==> src/rtl/clkdiv_pkg.sv <==
package clkdiv_pkg;

    localparam int unsigned FREQ_W   = 32;
    localparam int unsigned XTAL_KHZ = 24000;
    localparam int unsigned SHIFT_W  = 3;
    localparam logic [FREQ_W-1:0] ERR_INIT = 32'h7FFF_FFFF;

    // One point in the search space.
    typedef struct packed {
        logic               sel;       // 0: x12, 1: x14
        logic [1:0]         div_code;  // 0:1, 1:3, 2:5
        logic [SHIFT_W-1:0] shift;
        logic               half;      // 1: extra divide by two
    } cand_t;

    // Reported winner.
    typedef struct packed {
        logic               sel;
        logic [1:0]         div_code;
        logic [SHIFT_W-1:0] shift;
        logic               one_x;
    } result_t;

    typedef enum logic [1:0] {
        ST_IDLE,
        ST_GO,
        ST_WAIT
    } state_t;

    function automatic logic [2:0] odd_value(input logic [1:0] code);
        case (code)
            2'd0:    return 3'd1;
            2'd1:    return 3'd3;
            default: return 3'd5;
        endcase
    endfunction

    function automatic logic [FREQ_W-1:0] src_khz(input logic sel);
        return sel ? FREQ_W'(XTAL_KHZ * 14) : FREQ_W'(XTAL_KHZ * 12);
    endfunction

endpackage

==> src/rtl/clkdiv_divu.sv <==
module clkdiv_divu #(
    parameter int unsigned W = 32
) (
    input  logic         clk,
    input  logic         rst,
    input  logic         go,
    input  logic [W-1:0] num,
    input  logic [W-1:0] den,
    output logic [W-1:0] quo,
    output logic         vld
);
    localparam int unsigned CW = $clog2(W);

    logic [W-1:0]  rem_q;
    logic [W-1:0]  quo_q;
    logic [CW-1:0] cnt_q;
    logic          busy_q;
    logic [W:0]    rem_sh;
    logic [W:0]    rem_sub;
    logic          ge;

    always_comb begin
        rem_sh  = {rem_q, quo_q[W-1]};
        ge      = rem_sh >= {1'b0, den};
        rem_sub = rem_sh - {1'b0, den};
    end

    always_ff @(posedge clk) begin
        if (rst) begin
            rem_q  <= '0;
            quo_q  <= '0;
            cnt_q  <= '0;
            busy_q <= 1'b0;
            vld    <= 1'b0;
        end else begin
            vld <= 1'b0;
            if (go) begin
                rem_q  <= '0;
                quo_q  <= num;
                cnt_q  <= '0;
                busy_q <= 1'b1;
            end else if (busy_q) begin
                rem_q <= ge ? rem_sub[W-1:0] : rem_sh[W-1:0];
                quo_q <= {quo_q[W-2:0], ge};
                cnt_q <= cnt_q + 1'b1;
                if (cnt_q == CW'(W - 1)) begin
                    busy_q <= 1'b0;
                    vld    <= 1'b1;
                end
            end
        end
    end

    assign quo = quo_q;

    // a new division is never launched over one in flight
    assert_no_restart_R8: assert property (@(posedge clk) disable iff (rst)
        !(go && busy_q));
    // the quotient-valid strobe lasts one cycle
    assert_vld_pulse_R8: assert property (@(posedge clk) disable iff (rst)
        vld |=> !vld);

endmodule

==> src/rtl/clkdiv_walk.sv <==
module clkdiv_walk
    import clkdiv_pkg::*;
#(
    parameter int unsigned MAX_CODE = 2
) (
    input  logic  clk,
    input  logic  rst,
    input  logic  init,
    input  logic  step,
    input  logic  mem_in,
    input  logic  allow_in,
    output cand_t cand,
    output logic  mem_q,
    output logic  last
);
    localparam logic [1:0] CODE_TOP = 2'(MAX_CODE);
    localparam logic [1:0] MEM_TOP  = (MAX_CODE >= 1) ? 2'd1 : 2'd0;
    localparam logic [SHIFT_W-1:0] SHIFT_TOP = '1;

    logic       allow_q;
    logic [1:0] div_top;
    logic       half_first;
    logic       half_end;

    always_comb begin
        div_top    = mem_q ? MEM_TOP : CODE_TOP;
        half_first = !mem_q;
        // Halving is the innermost loop: 1 then (if permitted) 0.
        half_end   = !cand.half || !(allow_q && !mem_q);
        last       = half_end && (cand.shift == SHIFT_TOP)
                     && (cand.div_code == div_top) && cand.sel;
    end

    always_ff @(posedge clk) begin
        if (rst) begin
            cand    <= '0;
            mem_q   <= 1'b0;
            allow_q <= 1'b0;
        end else if (init) begin
            mem_q         <= mem_in;
            allow_q       <= allow_in;
            cand.sel      <= 1'b0;
            cand.div_code <= 2'd0;
            cand.shift    <= '0;
            cand.half     <= !mem_in;
        end else if (step) begin
            if (!half_end) begin
                cand.half <= 1'b0;
            end else begin
                cand.half <= half_first;
                if (cand.shift != SHIFT_TOP) begin
                    cand.shift <= cand.shift + 1'b1;
                end else begin
                    cand.shift <= '0;
                    if (cand.div_code != div_top) begin
                        cand.div_code <= cand.div_code + 2'd1;
                    end else begin
                        cand.div_code <= 2'd0;
                        cand.sel      <= !cand.sel;
                    end
                end
            end
        end
    end

    // the odd-factor code stays inside the permitted range
    assert_code_range_R4: assert property (@(posedge clk) disable iff (rst)
        cand.div_code <= CODE_TOP);
    // memory mode never visits the halving stage or the factor 5
    assert_mem_space_R6: assert property (@(posedge clk) disable iff (rst)
        (mem_q && !init) |-> (!cand.half && cand.div_code <= 2'd1));

endmodule

==> src/rtl/clkdiv_best.sv <==
module clkdiv_best
    import clkdiv_pkg::*;
(
    input  logic              clk,
    input  logic              rst,
    input  logic              clear,
    input  logic              upd,
    input  cand_t             cand,
    input  logic              mem,
    input  logic [FREQ_W-1:0] freq,
    input  logic [FREQ_W-1:0] req,
    output result_t           best,
    output logic [FREQ_W-1:0] best_err
);
    logic [FREQ_W-1:0] err_now;
    logic              take;

    always_comb begin
        err_now = (freq >= req) ? (freq - req) : (req - freq);
        take    = upd && (err_now < best_err);
    end

    always_ff @(posedge clk) begin
        if (rst || clear) begin
            best     <= '0;
            best_err <= ERR_INIT;
        end else if (take) begin
            best.sel      <= cand.sel;
            best.div_code <= cand.div_code;
            best.shift    <= cand.shift;
            best.one_x    <= !cand.half && !mem;
            best_err      <= err_now;
        end
    end

    // the kept error never grows during a search
    assert_err_monotone_R5: assert property (@(posedge clk) disable iff (rst)
        (upd && !clear) |=> best_err <= $past(best_err));
    // the kept error never exceeds the starting bound
    assert_err_bound_R7: assert property (@(posedge clk) disable iff (rst)
        best_err <= ERR_INIT);

endmodule

==> src/rtl/clkdiv_search.sv <==
module clkdiv_search
    import clkdiv_pkg::*;
#(
    parameter int unsigned MAX_DIV = 5
) (
    input  logic        clk,
    input  logic        rst,
    input  logic        start,
    input  logic [31:0] req_khz,
    input  logic        allow_1x,
    input  logic        mem_mode,
    output logic        busy,
    output logic        done,
    output logic        src_sel,
    output logic [1:0]  div_code,
    output logic [2:0]  shift_amt,
    output logic        one_x,
    output logic [31:0] err_khz
);
    localparam int unsigned MAX_CODE = (MAX_DIV >= 5) ? 2 : ((MAX_DIV >= 3) ? 1 : 0);

    state_t            state_q;
    logic [FREQ_W-1:0] req_q;
    cand_t             cand;
    logic              mem_q;
    logic              last;
    logic              accept;
    logic              div_go;
    logic              div_vld;
    logic              step;
    logic [FREQ_W-1:0] den;
    logic [FREQ_W-1:0] quo;
    result_t           best;

    always_comb begin
        accept = (state_q == ST_IDLE) && start;
        div_go = (state_q == ST_GO);
        step   = (state_q == ST_WAIT) && div_vld && !last;
        den    = FREQ_W'(odd_value(cand.div_code)) << cand.shift << cand.half;
    end

    always_ff @(posedge clk) begin
        if (rst) begin
            state_q <= ST_IDLE;
            req_q   <= '0;
            done    <= 1'b0;
        end else begin
            done <= 1'b0;
            case (state_q)
                ST_IDLE: begin
                    if (start) begin
                        req_q   <= req_khz;
                        state_q <= ST_GO;
                    end
                end
                ST_GO: state_q <= ST_WAIT;
                ST_WAIT: begin
                    if (div_vld) begin
                        if (last) begin
                            done    <= 1'b1;
                            state_q <= ST_IDLE;
                        end else begin
                            state_q <= ST_GO;
                        end
                    end
                end
                default: state_q <= ST_IDLE;
            endcase
        end
    end

    clkdiv_walk #(.MAX_CODE(MAX_CODE)) u_walk (
        .clk      (clk),
        .rst      (rst),
        .init     (accept),
        .step     (step),
        .mem_in   (mem_mode),
        .allow_in (allow_1x),
        .cand     (cand),
        .mem_q    (mem_q),
        .last     (last)
    );

    clkdiv_divu #(.W(FREQ_W)) u_divu (
        .clk (clk),
        .rst (rst),
        .go  (div_go),
        .num (src_khz(cand.sel)),
        .den (den),
        .quo (quo),
        .vld (div_vld)
    );

    clkdiv_best u_best (
        .clk      (clk),
        .rst      (rst),
        .clear    (accept),
        .upd      ((state_q == ST_WAIT) && div_vld),
        .cand     (cand),
        .mem      (mem_q),
        .freq     (quo),
        .req      (req_q),
        .best     (best),
        .best_err (err_khz)
    );

    assign busy      = (state_q != ST_IDLE);
    assign src_sel   = best.sel;
    assign div_code  = best.div_code;
    assign shift_amt = best.shift;
    assign one_x     = best.one_x;

    // completion is a single-cycle pulse
    assert_done_pulse_R9: assert property (@(posedge clk) disable iff (rst)
        done |=> !done);
    // results hold while idle with no new request
    assert_hold_R9: assert property (@(posedge clk) disable iff (rst)
        (!busy && !start) |=> ($stable(err_khz) && $stable(best)));
    // completion is only reported once the search has left its busy phase
    assert_done_idle_R8: assert property (@(posedge clk) disable iff (rst)
        done |-> !busy);
    // memory-mode results never claim the skipped halving
    assert_mem_result_R6: assert property (@(posedge clk) disable iff (rst)
        (done && mem_q) |-> (!one_x && div_code <= 2'd1));

endmodule

==> config.mk <==
export PLATFORM = sky130hd
export DESIGN_NAME = clkdiv_search
export DESIGN_NICKNAME = d
export VERILOG_FILES = /design/src/rtl/clkdiv_pkg.sv /design/src/rtl/clkdiv_divu.sv /design/src/rtl/clkdiv_walk.sv /design/src/rtl/clkdiv_best.sv /design/src/rtl/clkdiv_search.sv
export SDC_FILE = /design/constraint.sdc
export NUM_CORES = 1
export LEC_CHECK = 0
export CORE_ASPECT_RATIO = 0.7
export CORE_MARGIN = 4
export CORE_UTILIZATION = 25
export CTS_BUF_LIST = sky130_fd_sc_hd__clkbuf_16
export DETAILED_ROUTE_END_ITERATION = 7
export DONT_BUFFER_PORTS = 1
export GPL_ROUTABILITY_DRIVEN = 0
export PLACE_DENSITY = 0.35
export SLEW_MARGIN = 20
export SYNTH_ARGS = -nofsm -noshare
export SYNTH_HDL_FRONTEND = slang
export SYNTH_SLANG_ARGS = --single-unit
==> constraint.sdc <==
create_clock -name clk -period 6.9 [get_ports clk]
set_input_delay 1.38 -clock clk [delete_from_list [all_inputs] [get_ports clk]]
set_output_delay 1.38 -clock clk [all_outputs]
set_load 0.005 [all_outputs]
# ---- Yosys cells after proc, flatten, opt, wreduce, memory -nomap -nowiden
# Index checks and enable logic that the tools add are counted.
dict set report word_totals {
  word_cells 97
  regBits 154
  inputBits 37
  output_inout_bits 41
}
dict set report op_classes {
  n_bitwise 5
  n_eq_ne 10
  n_lt_le_gt_ge 3
  n_reduce_logical 31
  n_mux 21
  n_addsub 6
  shift 2
}
# operator count
set ops {}
lappend ops {{2-to-1 mux 32 bit} 4}
lappend ops {{subtractor 32 bit} 3}
lappend ops {{>= comparator 33 x 32 -> 1 bit} 1}
lappend ops {{>= comparator 32 bit} 1}
lappend ops {{less-than comparator 32 bit} 1}
lappend ops {{left shift 3 x 3 -> 32 bit} 1}
lappend ops {{left shift 32 x 1 -> 32 bit} 1}
lappend ops {{2-to-1 mux 17 bit} 1}
lappend ops {{logical AND 1 bit} 9}
lappend ops {{2-to-1 mux 1 bit} 9}
lappend ops {{2-to-1 mux 2 bit} 4}
lappend ops {{logical NOT 1 bit} 6}
lappend ops {{case mux 2 bit (3 select lines)} 1}
lappend ops {{case mux 3 bit (2 select lines)} 1}
lappend ops {{AND reduction 2 bit} 3}
lappend ops {{nonzero test 2 bit} 3}
lappend ops {{OR reduction 3 bit} 2}
lappend ops {{adder 5 x 1 -> 5 bit (second input constant)} 1}
lappend ops {{== test 5 bit (second input constant)} 1}
lappend ops {{inverter 1 bit} 5}
lappend ops {{== test 2 x 1 -> 1 bit (second input constant)} 2}
lappend ops {{logical NOT 2 bit} 2}
lappend ops {{AND reduction 4 bit} 1}
lappend ops {{OR reduction 2 bit} 2}
lappend ops {{other kinds (12)} 13}

# ---- Logic depth before layout (Yosys ltp)
dict set report logic_depth {
  ltp_word 11
  depth_mapped 24
  ltp_nobuf 22
}

# ---- Cells and area by module
# From an unflattened synthesis, not the netlist that was laid out.
dict set report unflattened {
  cells_unflattened 1744
  hier_area_um2 13055.0
}
# module cells_each instances area_each_um2 seq_area_each_um2
set by_module_without_submodules {}
lappend by_module_without_submodules {clkdiv_best 821 1 5954.5 780.7}
lappend by_module_without_submodules {clkdiv_divu 665 1 5053.6 1421.4}
lappend by_module_without_submodules {clkdiv_search 205 1 1576.5 700.7}
lappend by_module_without_submodules {clkdiv_walk 53 1 470.5 180.2}

# ---- Least setup slack after synthesis
# No wires, ideal clock.
dict set report synth_path {
  path_type {flip-flop to flip-flop}
  from {register req_q[25]}
  to {register u_best.best_err[27]}
  path_buffers 4
  slack_ns 2.099
  path_stages_with_launch 22
  arrival_ns 4.681
  setup_time_ns 0.120
  period_less_slack_ns 4.801
  required_time_ns 6.780
  cell_sequence {dfxtp_1 inv_1 ha_1 buf_2 a21oi_1 o21ai_0 a221oi_1 o21ai_1 nor3_4 buf_4 buf_4 mux2_2 ha_1 a21boi_0 o21ai_0 a211oi_1 o211a_1 o21ai_0 o211ai_1 clkinv_1 clkbuf_1 a211o_1}
}
dict set report synth_between {
  elab_chain_cells 4
  elab_cells_between_ends 6
  cone_classes {add/sub (2); order compare (2); mux (1); reduce/logical (1)}
}
# item line
set synth_rtl {}
lappend synth_rtl {{from (decl)} clkdiv_search.sv:23} ;# logic [FREQ_W-1:0] req_q;
lappend synth_rtl {{from (signal assigned)} clkdiv_search.sv:52} ;# req_q <= req_khz;
lappend synth_rtl {{>= comparator 32 bit} clkdiv_best.sv:19} ;# err_now = (freq >= req) ? (freq - req) : (req - freq);
lappend synth_rtl {{2-to-1 mux 32 bit} clkdiv_best.sv:19}
lappend synth_rtl {{named net u_best.err_now[1]} clkdiv_best.sv:15} ;# logic [FREQ_W-1:0] err_now;
lappend synth_rtl {{less-than comparator 32 bit} clkdiv_best.sv:20} ;# take = upd && (err_now < best_err);
lappend synth_rtl {{logical AND 1 bit} clkdiv_best.sv:20}
lappend synth_rtl {{to (signal assigned)} clkdiv_best.sv:32} ;# best_err <= err_now;
lappend synth_rtl {{to (decl)} clkdiv_best.sv:13} ;# output logic [FREQ_W-1:0] best_err
# The timed path passes the listed nets, and every way through them passes these cells.
# A chain may end at the register's enable or synchronous reset.

# ---- Worst setup path after layout
dict set report layout_path {
  from {register u_divu.quo_q[0], in the netlist u_divu.quo[0]}
  to {register u_best.best_err[5]}
}
dict set report layout_between {
  elab_chain_cells 4
  elab_cells_between_ends 6
  cone_classes {add/sub (2); order compare (2); mux (1); reduce/logical (1)}
}
# item line
set layout_rtl {}
lappend layout_rtl {{from (decl)} clkdiv_divu.sv:15} ;# logic [W-1:0] quo_q;
lappend layout_rtl {{from (signal assigned)} clkdiv_divu.sv:39} ;# quo_q <= num;
lappend layout_rtl {{from (signal assigned)} clkdiv_divu.sv:44} ;# quo_q <= {quo_q[W-2:0], ge};
lappend layout_rtl {{subtractor 32 bit / >= comparator 32 bit (equally long branches)} clkdiv_best.sv:19}
lappend layout_rtl {{2-to-1 mux 32 bit (*)} clkdiv_best.sv:19}
lappend layout_rtl {{named net u_best.err_now[22]} clkdiv_best.sv:15}
lappend layout_rtl {{less-than comparator 32 bit (*)} clkdiv_best.sv:20}
lappend layout_rtl {{logical AND 1 bit (*)} clkdiv_best.sv:20}
# The timed path passes the listed nets; every way through them passes the cells marked *.

==> flow_metrics.env <==
export IMPL_path_class="reg2reg"
export IMPL_synth_ff_type="dfxtp_1"
export IMPL_dr_pass1_iters=5
export IMPL_cp_cell_sequence="inv_1 > ha_1 > inv_1 > fa_1 > a211oi_1 > nor2_1 > o211a_1 > o21ai_0 > o311ai_0 > a211oi_1 > a21oi_1 > xnor2_1 > ha_1 > a21oi_1 > nor2b_1 > a211oi_1 > nand4_1 > o21ai_0 > o211ai_1 > clkinv_1 > buf_4 > nor2_1 > a211o_1"
export IMPL_worstSetupStartpoint="u_divu.quo[0]"
export IMPL_grt_start_max_net_pins=87
export IMPL_status="completed"
export IMPL_post_cts_buffers=0
export IMPL_syn_num_nets=1597
export IMPL_ant_nets=0
export IMPL_yosysTopAreaCell="dfxtp_1"
export IMPL_synth_cell_types=79
export IMPL_fin_area_sq_um=12200
export IMPL_tightest_slew_ns=0.985
export IMPL_synth_xor_area_share_pct=4.72
export IMPL_wire_per_inst_um=18.0
export IMPL_dieArea_sq_um=48100
export IMPL_hp_start="req_q[31]"
export IMPL_syn_area_per_cell_sq_um=7.71
export IMPL_power_per_cell_area_nw_per_um2=250
export IMPL_cts_tree="done"
export IMPL_finalHoldViolCount=0
export IMPL_ys_warn_count=0
export IMPL_fin_util_pct=27.9
export IMPL_grt_usage_pct=15.2
export IMPL_cp_arrival_ns=6.02
export IMPL_placed_cell_area_sq_um=11600
export IMPL_maxSlewHeadroom_pct=34.2
export IMPL_wl_um=36000
export IMPL_drv_slew=0
export IMPL_drt_iter0_drc=614
export IMPL_n_fill_cell=4788
export IMPL_reg2reg_from="u_divu.quo[0]"
export IMPL_synth_area_top_cells="dfxtp_1 28%, ha_1 13%, a21oi_1 7.8%"
export IMPL_drc=0
export IMPL_clock_skew_ns=0.0142
export IMPL_synthAdderAreaFrac_pct=13.2
export IMPL_post_route_period_util_pct=82.2
export IMPL_insertion_delay_ns=0.45
export IMPL_async_flop_share_pct=0
export IMPL_dp_hpwl_um=27200
export IMPL_critical_path_most_common_cell="a211oi_1"
export IMPL_ys_seq_area_share_pct=27.7
export IMPL_yosys_register_bits=154
export IMPL_hold_buffers=0
export IMPL_max_cap_violations=0
export IMPL_cp_required_ns=7.24
export IMPL_htree_levels=4
export IMPL_portBuffers=0
export IMPL_finalPower_mw=3.05
export IMPL_antenna_found_initial=1
export IMPL_numCtsBuffers=17
export IMPL_tns_ns=0
export IMPL_clk_path_buf_depth=2
export IMPL_synth_top_family_by_area="compound AO/OA/AOI/OAI gates"
export IMPL_root_buffer="clkbuf_16"
export IMPL_synthToLayoutAreaGrowth_pct=9.78
export IMPL_worst_slack_ns=1.23
export IMPL_synth_simple_gate_area_share_pct=18.2
export IMPL_die_w_um=260
export IMPL_place_inst=1966
export IMPL_max_freq_ghz=0.176
export IMPL_final_cells=1998
export IMPL_ir_worst_vdd_mv=0.153
export IMPL_vias=9682
export IMPL_synth_area_sq_um=11100
export IMPL_setup_viol=0
export IMPL_fin_nets=1543
export IMPL_synth_compound_area_share_pct=23.7
export IMPL_rsz0062_at_grt="false"
export IMPL_hp_class="reg2reg"
export IMPL_cp_max_fo=39
export IMPL_viasPerCell=4.85
export IMPL_period_needed_ns=5.67
export IMPL_grt_pass1_wl_um=56400
export IMPL_gr_total_overflow=0
export IMPL_synth_top_area_share_pct=27.7
export IMPL_p_leak_nw=5.09
export IMPL_hold_slack_ns=0.468
export IMPL_cpMaxStageDelayCell="o21ai_0"
export IMPL_diodes=0
export IMPL_coreArea_sq_um=43900
export IMPL_syn_inst=1445
export IMPL_start_kind="flop"
export IMPL_cts_num_sinks=154
export IMPL_rows=64
export IMPL_first_global_vias=9254
export IMPL_die_height_um=185
export IMPL_synth_edff_count=0
export IMPL_drive_gt1_share_pct=4.99
export IMPL_place_ws_ns=1.26
export IMPL_endpoint_kind="flop"
export IMPL_initial_core_util_pct=25.4
export IMPL_clk_pin_slew_ns=0.08
export IMPL_num_io_pins=78
export IMPL_ctsResizeCount=0
export IMPL_synth_mux_area_fraction_pct=5.32
export IMPL_max_stage_delay_ns=0.54
==> cell usage in the layout, fill, tap and decap left out, drive strengths merged, types with 6 or more instances in the layout <==
master / count
and2: 6
buf: 11
nand4: 16
nand2: 150
o31a: 8
nand2b: 15
or4: 9
xor2: 27
nor3: 24
nor2: 134
and3: 9
a211oi: 20
nor2b: 13
o21a: 17
nand3b: 6
clkbuf: 17
a31oi: 12
mux2i: 57
nor4: 7
xnor2: 33
o211ai: 20
o31ai: 13
dfxtp: 154
a21oi: 176
nand3: 22
inv: 129
ha: 112
a211o: 10
o21ai: 75
o21bai: 11
a21o: 24
==> cell type report <==
class	count	area, sq um	area share, %
Tap cell	594	743	6.08
Clock buffer	17	425	3.48
Multi-Input combinational cell	1087	7260	59.4
Clock inverter	15	181	1.48
Timing Repair Buffer	11	82.6	0.675
Sequential cell	154	3090	25.2
Inverter	120	450	3.68
==> state kept, by name (all words and copies together), names as in the netlist <==
name	cells
u_divu.rem_q	32
req_q	32
u_divu.busy_q	1
state_q	2
u_walk.allow_q	1
u_walk.cand	7
u_divu.vld	1
u_walk.mem_q	1
u_best.best	7
u_divu.cnt_q	5
u_divu.quo	32
u_best.best_err	32
done	1
==> report_power, final <==
group,internal [mW],switching [mW]
registers,0.924,0.0429
logic,0.413,0.666
clock network,0.549,0.457
total,1.89,1.17
==> synth_stat cells, types with 5 or more instances <==
cell,n
a21oi_1,174
dfxtp_1,154
nand2_1,150
nor2_1,132
inv_1,119
ha_1,112
o21ai_0,73
clkbuf_1,60
mux2i_1,57
xnor2_1,33
xor2_1,27
a21o_1,24
nor3_1,23
nand3_1,21
o211ai_1,20
a211oi_1,19
o21a_1,17
nand4_1,16
nand2b_1,15
buf_2,13
nor2b_1,13
o31ai_1,13
a31oi_1,12
o21bai_1,11
a211o_1,10
and3_1,9
o31a_1,8
or4_1,7
nand3b_1,6
nor4_1,6
a21boi_0,5
and2_1,5
and4_1,5
buf_1,5
==> layer usage <==
metal / GRT usage (%) / wire, um / vias to the layer above
met5: 0 / 0 / -
met1: 23.1 / 19300 / 4523
met3: 3.02 / 1460 / 37
met2: 21.7 / 14800 / 176
met4: 3.75 / 493 / 0
li1: - / - / 4946
==> kinds of logic (layout without fill, tap and decap cells) <==
family / Yosys count / count (layout)
XOR/XNOR: 60 / 60
adder cells (fa/ha/maj): 116 / 116
AND/OR/NAND/NOR: 429 / 429
AO/OA/AOI/OAI: 423 / 423
multiplexers: 59 / 59
flip-flops: 154 / 154
buffers and inverters: 204 / 163
==> critical path: cells and delay by family, from the launching register on <==
family / cells / cell delay, ns
AOI/OAI and AO/OA: 11 / 3.09
xor gates and xnor gates: 1 / 0.22
adders and majority gates: 3 / 0.87
buffers and inverters: 4 / 0.66
DFF: 1 / 0.34
and+or+nand+nor: 4 / 0.37
==> path summary, 6_finish.rpt <==
path	end	slack, ns	cells after the start
hold reg to reg	req_q[31]	0.47	2
hold / removal	req_q[31]	0.47	2
setup reg to reg	u_best.best_err[5]	1.23	23
setup / recovery	u_best.best_err[5]	1.23	23
Note: power is estimated with default switching activity, not from simulation.
